$ cat src/rtl/sdram_lp_pkg.sv
package sdram_lp_pkg;

  typedef enum logic [3:0] {
    ST_NORM,
    ST_PRE_RF,
    ST_SR_ENTRY,
    ST_SR,
    ST_SR_EXIT,
    ST_POST_RF,
    ST_PD,
    ST_PD_EXIT,
    ST_SUSP,
    ST_SUSP_EXIT
  } lp_state_e;

  typedef enum logic [1:0] {
    MODE_NORMAL  = 2'd0,
    MODE_SELF_RF = 2'd1,
    MODE_PWR_DN  = 2'd2,
    MODE_SUSPEND = 2'd3
  } lp_mode_e;

  typedef struct packed {
    logic cs_n;
    logic ras_n;
    logic cas_n;
    logic we_n;
  } sd_cmd_t;

  localparam sd_cmd_t CMD_NOP     = '{cs_n: 1'b0, ras_n: 1'b1, cas_n: 1'b1, we_n: 1'b1};
  localparam sd_cmd_t CMD_DESEL   = '{cs_n: 1'b1, ras_n: 1'b1, cas_n: 1'b1, we_n: 1'b1};
  localparam sd_cmd_t CMD_SELF_RF = '{cs_n: 1'b0, ras_n: 1'b0, cas_n: 1'b0, we_n: 1'b1};

  function automatic lp_mode_e mode_of(lp_state_e s);
    case (s)
      ST_SR_ENTRY, ST_SR, ST_SR_EXIT, ST_POST_RF: mode_of = MODE_SELF_RF;
      ST_PD, ST_PD_EXIT:                          mode_of = MODE_PWR_DN;
      ST_SUSP, ST_SUSP_EXIT:                      mode_of = MODE_SUSPEND;
      default:                                    mode_of = MODE_NORMAL;
    endcase
  endfunction

  function automatic logic busy_of(lp_state_e s);
    case (s)
      ST_PRE_RF, ST_SR_ENTRY, ST_SR_EXIT, ST_POST_RF,
      ST_PD_EXIT, ST_SUSP_EXIT: busy_of = 1'b1;
      default:                  busy_of = 1'b0;
    endcase
  endfunction

  function automatic logic cke_of(lp_state_e s);
    case (s)
      ST_SR_ENTRY, ST_SR, ST_PD, ST_SUSP: cke_of = 1'b0;
      default:                            cke_of = 1'b1;
    endcase
  endfunction

  function automatic sd_cmd_t cmd_of(lp_state_e s);
    case (s)
      ST_SR_ENTRY:             cmd_of = CMD_SELF_RF;
      ST_SR, ST_PD, ST_SUSP:   cmd_of = CMD_DESEL;
      default:                 cmd_of = CMD_NOP;
    endcase
  endfunction

endpackage

$ cat src/rtl/lp_wait_timer.sv
module lp_wait_timer #(
  parameter int W = 8
) (
  input  logic         clk,
  input  logic         rst,
  input  logic         load,
  input  logic [W-1:0] load_val,
  output logic         expired
);

  logic [W-1:0] cnt_q;

  always_ff @(posedge clk) begin
    if (rst)              cnt_q <= '0;
    else if (load)        cnt_q <= load_val;
    else if (cnt_q != '0) cnt_q <= cnt_q - 1'b1;
  end

  assign expired = (cnt_q == '0);

  // the count only moves down between loads
  AST_TMR_DOWN_ONLY: assert property (@(posedge clk) disable iff (rst)
    !$past(load) && !$past(rst) |-> cnt_q <= $past(cnt_q));

endmodule

$ cat src/rtl/lp_ctrl_fsm.sv
module lp_ctrl_fsm
  import sdram_lp_pkg::*;
#(
  parameter int SRX_CYC    = 14,
  parameter int PD_MAX_CYC = 1560,
  parameter int PDX_CYC    = 2,
  parameter int W          = 11
) (
  input  logic         clk,
  input  logic         rst,
  input  logic         banks_idle,
  input  logic         batch_refresh,
  input  logic         rfsh_done,
  input  logic         req_sr_enter,
  input  logic         req_sr_exit,
  input  logic         req_pd_enter,
  input  logic         req_pd_exit,
  input  logic         req_clk_suspend,
  input  logic         req_clk_resume,
  input  logic         tmr_expired,
  output lp_state_e    state_q,
  output lp_state_e    state_d,
  output logic         tmr_load,
  output logic [W-1:0] tmr_val,
  output logic         refuse_d,
  output logic         forced_d
);

  localparam logic [W-1:0] SRX_LOAD  = W'(SRX_CYC - 1);
  localparam logic [W-1:0] PDM_LOAD  = W'(PD_MAX_CYC - 1);
  localparam logic [W-1:0] PDX_LOAD  = W'(PDX_CYC - 1);

  always_comb begin
    state_d  = state_q;
    refuse_d = 1'b0;
    forced_d = 1'b0;
    case (state_q)
      ST_NORM: begin
        if (req_sr_enter) begin
          if (banks_idle) state_d = batch_refresh ? ST_PRE_RF : ST_SR_ENTRY;
          else            refuse_d = 1'b1;
        end else if (req_pd_enter) begin
          state_d = ST_PD;
        end else if (req_clk_suspend) begin
          if (!banks_idle) state_d = ST_SUSP;
          else             refuse_d = 1'b1;
        end
      end
      ST_PRE_RF:    if (rfsh_done && banks_idle) state_d = ST_SR_ENTRY;
      ST_SR_ENTRY:  state_d = ST_SR;
      ST_SR:        if (req_sr_exit) state_d = ST_SR_EXIT;
      ST_SR_EXIT:   if (tmr_expired) state_d = batch_refresh ? ST_POST_RF : ST_NORM;
      ST_POST_RF:   if (rfsh_done) state_d = ST_NORM;
      ST_PD: begin
        if (req_pd_exit || tmr_expired) begin
          state_d  = ST_PD_EXIT;
          forced_d = !req_pd_exit;
        end
      end
      ST_PD_EXIT:   if (tmr_expired) state_d = ST_NORM;
      ST_SUSP:      if (req_clk_resume) state_d = ST_SUSP_EXIT;
      ST_SUSP_EXIT: state_d = ST_NORM;
      default:      state_d = ST_NORM;
    endcase
  end

  always_comb begin
    tmr_load = (state_d != state_q);
    case (state_d)
      ST_SR_EXIT: tmr_val = SRX_LOAD;
      ST_PD:      tmr_val = PDM_LOAD;
      ST_PD_EXIT: tmr_val = PDX_LOAD;
      default:    tmr_val = '0;
    endcase
  end

  always_ff @(posedge clk) begin
    if (rst) state_q <= ST_NORM;
    else     state_q <= state_d;
  end

  AST_SR_FROM_REST_ONLY: assert property (@(posedge clk) disable iff (rst)
    state_q == ST_SR_EXIT |-> $past(state_q) inside {ST_SR, ST_SR_EXIT});

  AST_SUSP_NEEDS_OPEN_BANK: assert property (@(posedge clk) disable iff (rst)
    state_q == ST_SUSP && $past(state_q) == ST_NORM |-> !$past(banks_idle));

endmodule

$ cat src/rtl/lp_cmd_drive.sv
module lp_cmd_drive
  import sdram_lp_pkg::*;
(
  input  logic      clk,
  input  logic      rst,
  input  lp_state_e state_d,
  input  logic      refuse_d,
  input  logic      forced_d,
  output logic      busy,
  output logic      ready,
  output logic [1:0] lp_mode,
  output logic      rfsh_req,
  output logic      req_refused,
  output logic      pd_forced_exit,
  output logic      sd_cke,
  output logic      sd_cs_n,
  output logic      sd_ras_n,
  output logic      sd_cas_n,
  output logic      sd_we_n
);

  sd_cmd_t cmd_d;
  assign cmd_d = cmd_of(state_d);

  always_ff @(posedge clk) begin
    if (rst) begin
      busy           <= 1'b0;
      ready          <= 1'b1;
      lp_mode        <= MODE_NORMAL;
      rfsh_req       <= 1'b0;
      req_refused    <= 1'b0;
      pd_forced_exit <= 1'b0;
      sd_cke         <= 1'b1;
      sd_cs_n        <= CMD_NOP.cs_n;
      sd_ras_n       <= CMD_NOP.ras_n;
      sd_cas_n       <= CMD_NOP.cas_n;
      sd_we_n        <= CMD_NOP.we_n;
    end else begin
      busy           <= busy_of(state_d);
      ready          <= (state_d == ST_NORM);
      lp_mode        <= mode_of(state_d);
      rfsh_req       <= (state_d == ST_PRE_RF) || (state_d == ST_POST_RF);
      req_refused    <= refuse_d;
      pd_forced_exit <= forced_d;
      sd_cke         <= cke_of(state_d);
      sd_cs_n        <= cmd_d.cs_n;
      sd_ras_n       <= cmd_d.ras_n;
      sd_cas_n       <= cmd_d.cas_n;
      sd_we_n        <= cmd_d.we_n;
    end
  end

  AST_RFSH_ONLY_SR: assert property (@(posedge clk) disable iff (rst)
    rfsh_req |-> lp_mode inside {MODE_NORMAL, MODE_SELF_RF});

endmodule

$ cat src/rtl/sdram_lp_seq.sv
module sdram_lp_seq
  import sdram_lp_pkg::*;
#(
  parameter int SRX_CYC    = 14,
  parameter int PD_MAX_CYC = 1560,
  parameter int PDX_CYC    = 2
) (
  input  logic       clk,
  input  logic       rst,
  input  logic       banks_idle,
  input  logic       batch_refresh,
  input  logic       rfsh_done,
  input  logic       req_sr_enter,
  input  logic       req_sr_exit,
  input  logic       req_pd_enter,
  input  logic       req_pd_exit,
  input  logic       req_clk_suspend,
  input  logic       req_clk_resume,
  output logic       busy,
  output logic       ready,
  output logic [1:0] lp_mode,
  output logic       rfsh_req,
  output logic       req_refused,
  output logic       pd_forced_exit,
  output logic       sd_cke,
  output logic       sd_cs_n,
  output logic       sd_ras_n,
  output logic       sd_cas_n,
  output logic       sd_we_n
);

  localparam int T_MAX_AB = (SRX_CYC > PDX_CYC) ? SRX_CYC : PDX_CYC;
  localparam int T_MAX    = (T_MAX_AB > PD_MAX_CYC) ? T_MAX_AB : PD_MAX_CYC;
  localparam int W        = $clog2(T_MAX + 1);

  lp_state_e    state_q, state_d;
  logic         tmr_load, tmr_expired, refuse_d, forced_d;
  logic [W-1:0] tmr_val;

  lp_ctrl_fsm #(
    .SRX_CYC(SRX_CYC), .PD_MAX_CYC(PD_MAX_CYC), .PDX_CYC(PDX_CYC), .W(W)
  ) i_fsm (
    .clk(clk), .rst(rst), .banks_idle(banks_idle), .batch_refresh(batch_refresh),
    .rfsh_done(rfsh_done), .req_sr_enter(req_sr_enter), .req_sr_exit(req_sr_exit),
    .req_pd_enter(req_pd_enter), .req_pd_exit(req_pd_exit),
    .req_clk_suspend(req_clk_suspend), .req_clk_resume(req_clk_resume),
    .tmr_expired(tmr_expired), .state_q(state_q), .state_d(state_d),
    .tmr_load(tmr_load), .tmr_val(tmr_val), .refuse_d(refuse_d), .forced_d(forced_d)
  );

  lp_wait_timer #(.W(W)) i_timer (
    .clk(clk), .rst(rst), .load(tmr_load), .load_val(tmr_val), .expired(tmr_expired)
  );

  lp_cmd_drive i_drive (
    .clk(clk), .rst(rst), .state_d(state_d), .refuse_d(refuse_d), .forced_d(forced_d),
    .busy(busy), .ready(ready), .lp_mode(lp_mode), .rfsh_req(rfsh_req),
    .req_refused(req_refused), .pd_forced_exit(pd_forced_exit), .sd_cke(sd_cke),
    .sd_cs_n(sd_cs_n), .sd_ras_n(sd_ras_n), .sd_cas_n(sd_cas_n), .sd_we_n(sd_we_n)
  );

  // checker state: consecutive cycles spent with CKE low in power down
  logic [W:0] pd_low_cnt;
  logic       sr_cmd_now;

  always_ff @(posedge clk) begin
    if (rst)                                      pd_low_cnt <= '0;
    else if (lp_mode == MODE_PWR_DN && !sd_cke)   pd_low_cnt <= pd_low_cnt + 1'b1;
    else                                          pd_low_cnt <= '0;
  end

  assign sr_cmd_now = !sd_cke && !sd_cs_n && !sd_ras_n && !sd_cas_n && sd_we_n;

  AST_SR_ENTRY_IDLE: assert property (@(posedge clk) disable iff (rst)
    sr_cmd_now |-> $past(banks_idle));

  AST_SR_ENTRY_ONE: assert property (@(posedge clk) disable iff (rst)
    sr_cmd_now |=> !sr_cmd_now && !sd_cke && sd_cs_n);

  AST_SR_CKE_LOW: assert property (@(posedge clk) disable iff (rst)
    lp_mode == MODE_SELF_RF && !busy |-> !sd_cke);

  AST_CKE_RISE_IDLE: assert property (@(posedge clk) disable iff (rst)
    $rose(sd_cke) |-> (!sd_cs_n && sd_ras_n && sd_cas_n && sd_we_n));

  AST_PD_DWELL: assert property (@(posedge clk) disable iff (rst)
    pd_low_cnt <= (W+1)'(PD_MAX_CYC));

  AST_BUSY_READY_EXCL: assert property (@(posedge clk) disable iff (rst)
    !(busy && ready));

  AST_REFUSE_STAYS: assert property (@(posedge clk) disable iff (rst)
    req_refused |-> ready && sd_cke && lp_mode == MODE_NORMAL);

endmodule

$ cat config.mk
export PLATFORM = sky130hd
export DESIGN_NAME = sdram_lp_seq
export DESIGN_NICKNAME = d
export VERILOG_FILES = /design/src/rtl/sdram_lp_pkg.sv /design/src/rtl/lp_wait_timer.sv /design/src/rtl/lp_ctrl_fsm.sv /design/src/rtl/lp_cmd_drive.sv /design/src/rtl/sdram_lp_seq.sv
export SDC_FILE = /design/constraint.sdc
export NUM_CORES = 1
export LEC_CHECK = 0
export BUFFER_PORTS_ARGS = -buffer_cell sky130_fd_sc_hd__buf_2
export CAP_MARGIN = 20
export CORE_UTILIZATION = 40
export DETAILED_ROUTE_END_ITERATION = 7
export GPL_ROUTABILITY_DRIVEN = 0
export SETUP_SLACK_MARGIN = 0.5
export SYNTH_ARGS = -nofsm -noshare
export SYNTH_HDL_FRONTEND = slang
export SYNTH_HIERARCHICAL = 1
export SYNTH_SLANG_ARGS = --single-unit
$ cat constraint.sdc
create_clock -name clk -period 3.73 [get_ports clk]
set_input_delay 0 -clock clk [delete_from_list [all_inputs] [get_ports clk]]
set_output_delay 0 -clock clk [all_outputs]
set_load 0.05 [all_outputs]
==> flow_summary.json, run 1 <==
{
  "ioPinCount": 23,
  "first_global_vias": 1273,
  "drv_slew": 0,
  "synth_top_area_share_pct": 30.3,
  "max_freq_mhz": 332,
  "crit_family": "simple AND/OR/NAND/NOR gates",
  "n_antenna_cell": 0,
  "end_kind": "flop",
  "drt_iter0_drc": 80,
  "synth-warning-count": 6,
  "die_w_microns": 66.2,
  "wl_per_cell_microns": 13.2,
  "dr.pass1.iters": 5,
  "cts_max_level": 1,
  "critPathArrivalTime_ns": 3.18,
  "grt_max_degree": 25,
  "multiInputGateArea_sq_um": 1000,
  "hold_violations": 0,
  "slew_headroom_pct": 58.3,
  "async_flop_share_pct": 0,
  "antenna_found_initial": 0,
  "startpoint_type": "flop",
  "nets": 222,
  "grt_pass1_wl_mm": 5.78,
  "worst_slack_ns": 0.717,
  "cap_violations": 0,
  "outcome": "finished, final reports clean",
  "pre_cts_ws_ns": 0.633,
  "drcViolationCount": 0,
  "power_leakage_uw": 0.000697,
  "insertion_delay_ns": 0.27,
  "yosysSeqAreaShare_pct": 30.3,
  "track_usage_pct": 16.9,
  "clockBufferDepth": 2,
  "synth_ff_type": "dfxtp_1",
  "start_util_pct": 43.4,
  "rows": 22,
  "drive_gt1_share_pct": 20.3,
  "netlist_area_sq_um": 1650,
  "crit_path_max_fanout": 10,
  "seqCellArea_sq_um": 500,
  "final.period_utilization_pct": 80.8,
  "avgSynthCellArea_sq_um": 8.51,
  "viasPerCell": 5.63,
  "cts_tree": "done",
  "tns_ns": 0,
  "wl_mm": 3.38,
  "final_cell_mix": "25 x dfxtp_1, 21 x buf_2, 16 x nand2_1",
  "dp_hpwl_mm": 2.41,
  "setup_viol": 0,
  "area_growth_pct": 7.73,
  "post-route-util_pct": 46.8,
  "ant_nets": 0,
  "clock_skew_ns": 0.00236,
  "grt-ovfl-total": 0,
  "worstPathRequired_ns": 3.90,
  "final_common_cell": "dfxtp_1",
  "vias": 1436,
  "fp.dieArea_sq_um": 4390,
  "ys_types": 60,
  "path_cells": "inv_1, ha_1, or4b_1, nor4_4, o22ai_1, o21ai_2, o31ai_1, nand3_1, clkinvlp_4, and4_1, a311o_1",
  "power_density_nw_per_um2": 852,
  "synth_edf_count": 0,
  "irDropWorstVdd_mv": 0.411,
  "slowest_stage": "or4b_1",
  "worstSetupPathType": "reg2reg",
  "clk_pin_slew_ns": 0.09,
  "min_path_type": "in2reg",
  "synth_top_area_cell": "dfxtp_1",
  "core_area_sq_um": 3800,
  "cts-buffers-inserted": 3,
  "num-fill-cells": 356,
  "cts.sinks": 25,
  "portBuffers": 21,
  "die_h_microns": 66.2,
  "synthCells": 194,
  "cp.buffers_inverters": 2,
  "rsz0062_at_grt": "no",
  "finalCriticalPeriod_ns": 3.01,
  "yosys_register_bits": 25,
  "yosys-top-cells-area": "dfxtp_1 30%, buf_4 4.1%, nand2_1 3.6%",
  "worst_pin_slew_ns": 0.619,
  "cts_root_buf": "clkbuf_8",
  "cp_slowest_stage_delay_ns": 0.61
}
==> state kept, by name, summed over array words and instances (netlist names) <==
signal	flops
i_drive/sd_cs_n	1
i_drive/sd_ras_n	1
i_drive/rfsh_req	1
i_drive/req_refused	1
i_drive/busy	1
i_timer/cnt_q	11
i_drive/ready	1
i_drive/pd_forced_exit	1
i_drive/sd_cke	1
i_fsm/state_q	4
i_drive/lp_mode	2
==> worst register-to-register path, delay by kind of cell (launching register included) <==
family	cells	cell delay, ns
adder cells (fa/ha/maj)	1	0.19
AO/OA/AOI/OAI	4	0.71
AND/OR/NAND/NOR	4	1.37
buffers and inverters	2	0.29
flip-flops	1	0.35
==> path summary, 6_finish.rpt <==
kind | slack [ns] | to | cells after the start | startpoint
worst min-delay path | 0.14 | i_drive/pd_forced_exit | 4 | req_pd_exit
worst min register to register | 0.55 | i_timer/cnt_q[1] | 2 | i_timer/cnt_q[1]
worst max-delay path | 0.72 | i_timer/cnt_q[0] | 11 | i_timer/cnt_q[0]
worst max register to register | 0.72 | i_timer/cnt_q[0] | 11 | i_timer/cnt_q[0]
==> area by class of cell <==
cell class,count,share of cell area (%)
clock buffers,3,2.32
repair buffers,24,7.18
multi-input cells,144,56.4
well taps,48,3.38
clock inverters,1,0.281
inverters,10,2.32
flip-flops and latches,25,28.1
==> timing repair <==
action / in CTS / in global routing
endpoints found under the setup margin: 0 / 5
gates resized for setup: 0 / 2
setup buffers: 0 / 0
hold buffers: 0 / 0
==> synth_stat cells, types with 4 or more instances <==
| cell | instances |
|---|---|
| or4_1 | 4 |
| nand3_1 | 5 |
| inv_1 | 9 |
| buf_2 | 4 |
| nor2b_1 | 8 |
| xnor2_1 | 4 |
| nor2_1 | 11 |
| nand2_1 | 16 |
| a21oi_1 | 10 |
| buf_4 | 9 |
| o21ai_0 | 8 |
| dfxtp_1 | 25 |
| nand2b_1 | 4 |
| or3_1 | 4 |
| o31ai_1 | 4 |
==> cells by family after synthesis <==
| group | synth area share, % |
|---|---|
| xor gates and xnor gates | 2.12 |
| other | 0.455 |
| AOI/OAI and AO/OA | 21.8 |
| DFF | 30.3 |
| and+or+nand+nor | 32.6 |
| adders and majority gates | 2.27 |
| muxes | 0.607 |
| buffers and inverters | 9.78 |
==> metrics by stage <==
step | cell area, sq um | hold WS, ns | instances | power, uW
global route | 1780 | 0.139 | 255 | 1640
CTS | 1770 | 0.139 | 255 | 1510
finish | 1780 | 0.144 | 255 | 1520
floorplan | 1660 | 0.0716 | 197 | 1190
global placement | 1730 | 0.410 | 251 | 1330
detailed placement | 1730 | 0.423 | 251 | 1340
==> metal layers <==
metal	GRT usage [%]	up-vias	part of all wire (%)
met5	0	-	0
met4	7.71	0	1.5
met3	2.41	4	2.9
met2	26.7	30	44
met1	22.6	675	51
li1	-	727	-
==> power by group <==
part           leakage (uW)  total, uW  internal [uW]  switching, uW
registers          0.000206        461            354            107
clock network     0.0000255        164           74.9           89.4
logic              0.000466        891            347            543
total              0.000697       1520            776            740
Note: power is estimated with default switching activity, not from simulation.
==> inputs of run 2 (changes only) <==
clock period = 2.6 ns   (was 3.73 ns; I/O delays follow)
==> run 2 against run 1 <==
Against the previous run:
- global-route usage grew 4.6 points
- hold slack gained 0.00067 ns
- first-iteration DRC count grew to 2.7 times the previous value
- die area is the same
- maximum frequency grew 17%
- largest power group unchanged
- routed wire length grew 23%
==> flow_summary.json, run 2 (synthesis gave the netlist of run 1 again) <==
{
  "worst_pin_slew_ns": 0.643,
  "min_path_type": "in2reg",
  "num-fill-cells": 345,
  "power_leakage_uw": 0.000904,
  "r2r-end": "i_timer/cnt_q[0]",
  "ioPinCount": 23,
  "finalCriticalPeriod_ns": 2.58,
  "grt_pass1_wl_mm": 7.23,
  "clock_skew_ns": 0.00223,
  "outcome": "finished, final reports clean",
  "dp_hpwl_mm": 2.81,
  "critPathArrivalTime_ns": 2.74,
  "core_area_sq_um": 3800,
  "post_dp_cell_area_sq_um": 1910,
  "cts.sinks": 25,
  "cts-buffers-inserted": 3,
  "dr.pass1.iters": 4,
  "final_cell_count_no_fill": 287,
  "dp_cells": 268,
  "rows": 22,
  "cts_max_level": 1,
  "fp.dieArea_sq_um": 4390,
  "first_global_vias": 1521,
  "multiInputGateArea_sq_um": 1120,
  "area_growth_pct": 31.5,
  "wl_mm": 4.17,
  "seqCellArea_sq_um": 504,
  "irDropWorstVdd_mv": 0.704,
  "slowest_stage": "or4b_4",
  "path_cells": "inv_2, ha_4, or4b_4, nor4_4, buf_4, a21o_1, a21o_1, o31ai_1, nand3_1, clkinv_2, and4_1, a311o_1",
  "ant_nets": 0,
  "final_cell_mix": "30 x buf_4, 22 x dfxtp_1, 21 x buf_2",
  "drt_iter0_drc": 217,
  "drcViolationCount": 0,
  "clockBufferDepth": 2,
  "grt_max_degree": 25,
  "cts_tree": "done",
  "die_w_microns": 66.2,
  "rrSetupSlack_ns": 0.02,
  "grt-ovfl-total": 0,
  "worstPathRequired_ns": 2.76,
  "antenna_found_initial": 0,
  "cap_violations": 0,
  "startpoint_type": "flop",
  "min_to": "i_fsm/state_q[1]",
  "largest_reg_flops": 11,
  "cp.buffers_inverters": 3,
  "slew_headroom_pct": 56.8,
  "reg_top3": "i_timer/cnt_q: 11 flops, i_fsm/state_q: 4 flops, i_drive/lp_mode: 2 flops",
  "drv_slew": 0,
  "worstReg2RegStart": "i_timer/cnt_q[1]",
  "ctsHoldBuffers": 0,
  "whs_path_depth": 2,
  "viasPerCell": 5.49,
  "hp-start": "rst",
  "final_common_cell": "buf_4",
  "vias": 1576,
  "worstSetupPathType": "reg2reg",
  "n_antenna_cell": 0,
  "power_density_nw_per_um2": 1310,
  "crit_family": "simple AND/OR/NAND/NOR gates",
  "cp_slowest_stage_delay_ns": 0.47,
  "reg2reg_depth": 12,
  "rsz0062_at_grt": "yes",
  "track_usage_pct": 21.5,
  "clk_pin_slew_ns": 0.10,
  "nets": 254,
  "drive_gt1_share_pct": 39.7,
  "start_util_pct": 43.4,
  "max_freq_mhz": 388,
  "crit_path_max_fanout": 4,
  "design_area_sq_um": 2170,
  "setup_viol": 0,
  "regMostFlops": "i_timer/cnt_q",
  "hold_violations": 0,
  "cts_root_buf": "clkbuf_8",
  "end_kind": "flop",
  "crit_top_cell": "a21o_1",
  "die_h_microns": 66.2,
  "post-route-util_pct": 57.1,
  "final.period_utilization_pct": 99.1,
  "wl_per_cell_microns": 14.5,
  "portBuffers": 21,
  "insertion_delay_ns": 0.27
}
## run 2: changes by cell type in the layout (fill, tap and decap cells not counted), sizes merged
cell | before | now
clkinvlp | 1 | 0
buf | 24 | 56
inv | 9 | 10
## run 2: how the worst max path moves through the flow
stage                     slack, ns        startpoint                to  cells after the start
after floorplan               -0.22  i_timer/cnt_q[1]  i_timer/cnt_q[0]                     12
after global placement        0.002  i_timer/cnt_q[6]  i_timer/cnt_q[0]                     10
after detailed placement      -0.04  i_timer/cnt_q[5]  i_timer/cnt_q[0]                     10
after CTS                      0.05  i_timer/cnt_q[1]  i_timer/cnt_q[0]                     11
after global routing          -0.13  i_timer/cnt_q[1]  i_timer/cnt_q[0]                     11
final                          0.02  i_timer/cnt_q[1]  i_timer/cnt_q[0]                     12
## run 2: metrics by stage
step / hold slack, ns / setup slack, ns / total power (uW) / setup TNS, ns
4_1_cts: 0.127 / 0.0480 / 2790 / 0
2_1_floorplan: 0.0716 / -0.225 / 1800 / -1.69
3_3_place_gp: 0.414 / 0.00234 / 2180 / 0
5_1_grt: 0.148 / -0.125 / 3070 / -0.580
3_5_place_dp: 0.424 / -0.0377 / 2210 / -0.0699
6_report: 0.145 / 0.0226 / 2850 / 0
## run 2: area by class of cell
| cell class | count | share of cell area (%) |
|---|---|---|
| multi-input cells | 144 | 51.8 |
| flip-flops and latches | 25 | 23.2 |
| repair buffers | 56 | 17.8 |
| well taps | 48 | 2.77 |
| inverters | 10 | 2.02 |
| clock buffers | 3 | 1.90 |
| clock inverters | 1 | 0.404 |
## run 2: power by group
part	switching [uW]	total, uW	internal [uW]
sequential	108	618	510
combinational	1050	1980	927
clock	138	250	112
total	1300	2850	1550
## run 2: what timing repair did
action | CTS | global route
setup endpoints to repair | 21 | 21
pin swaps | 7 | 3
gates resized for setup | 18 | 4
setup buffers | 14 | 1
## run 2: metal layers
layer | GRT usage (%) | up-vias | routed length, microns
met4 | 6.38 | 0 | 38
met2 | 36.0 | 32 | 2010
li1 | - | 800 | -
met5 | 0 | - | 0
met3 | 3.45 | 4 | 161
met1 | 28.2 | 740 | 1960
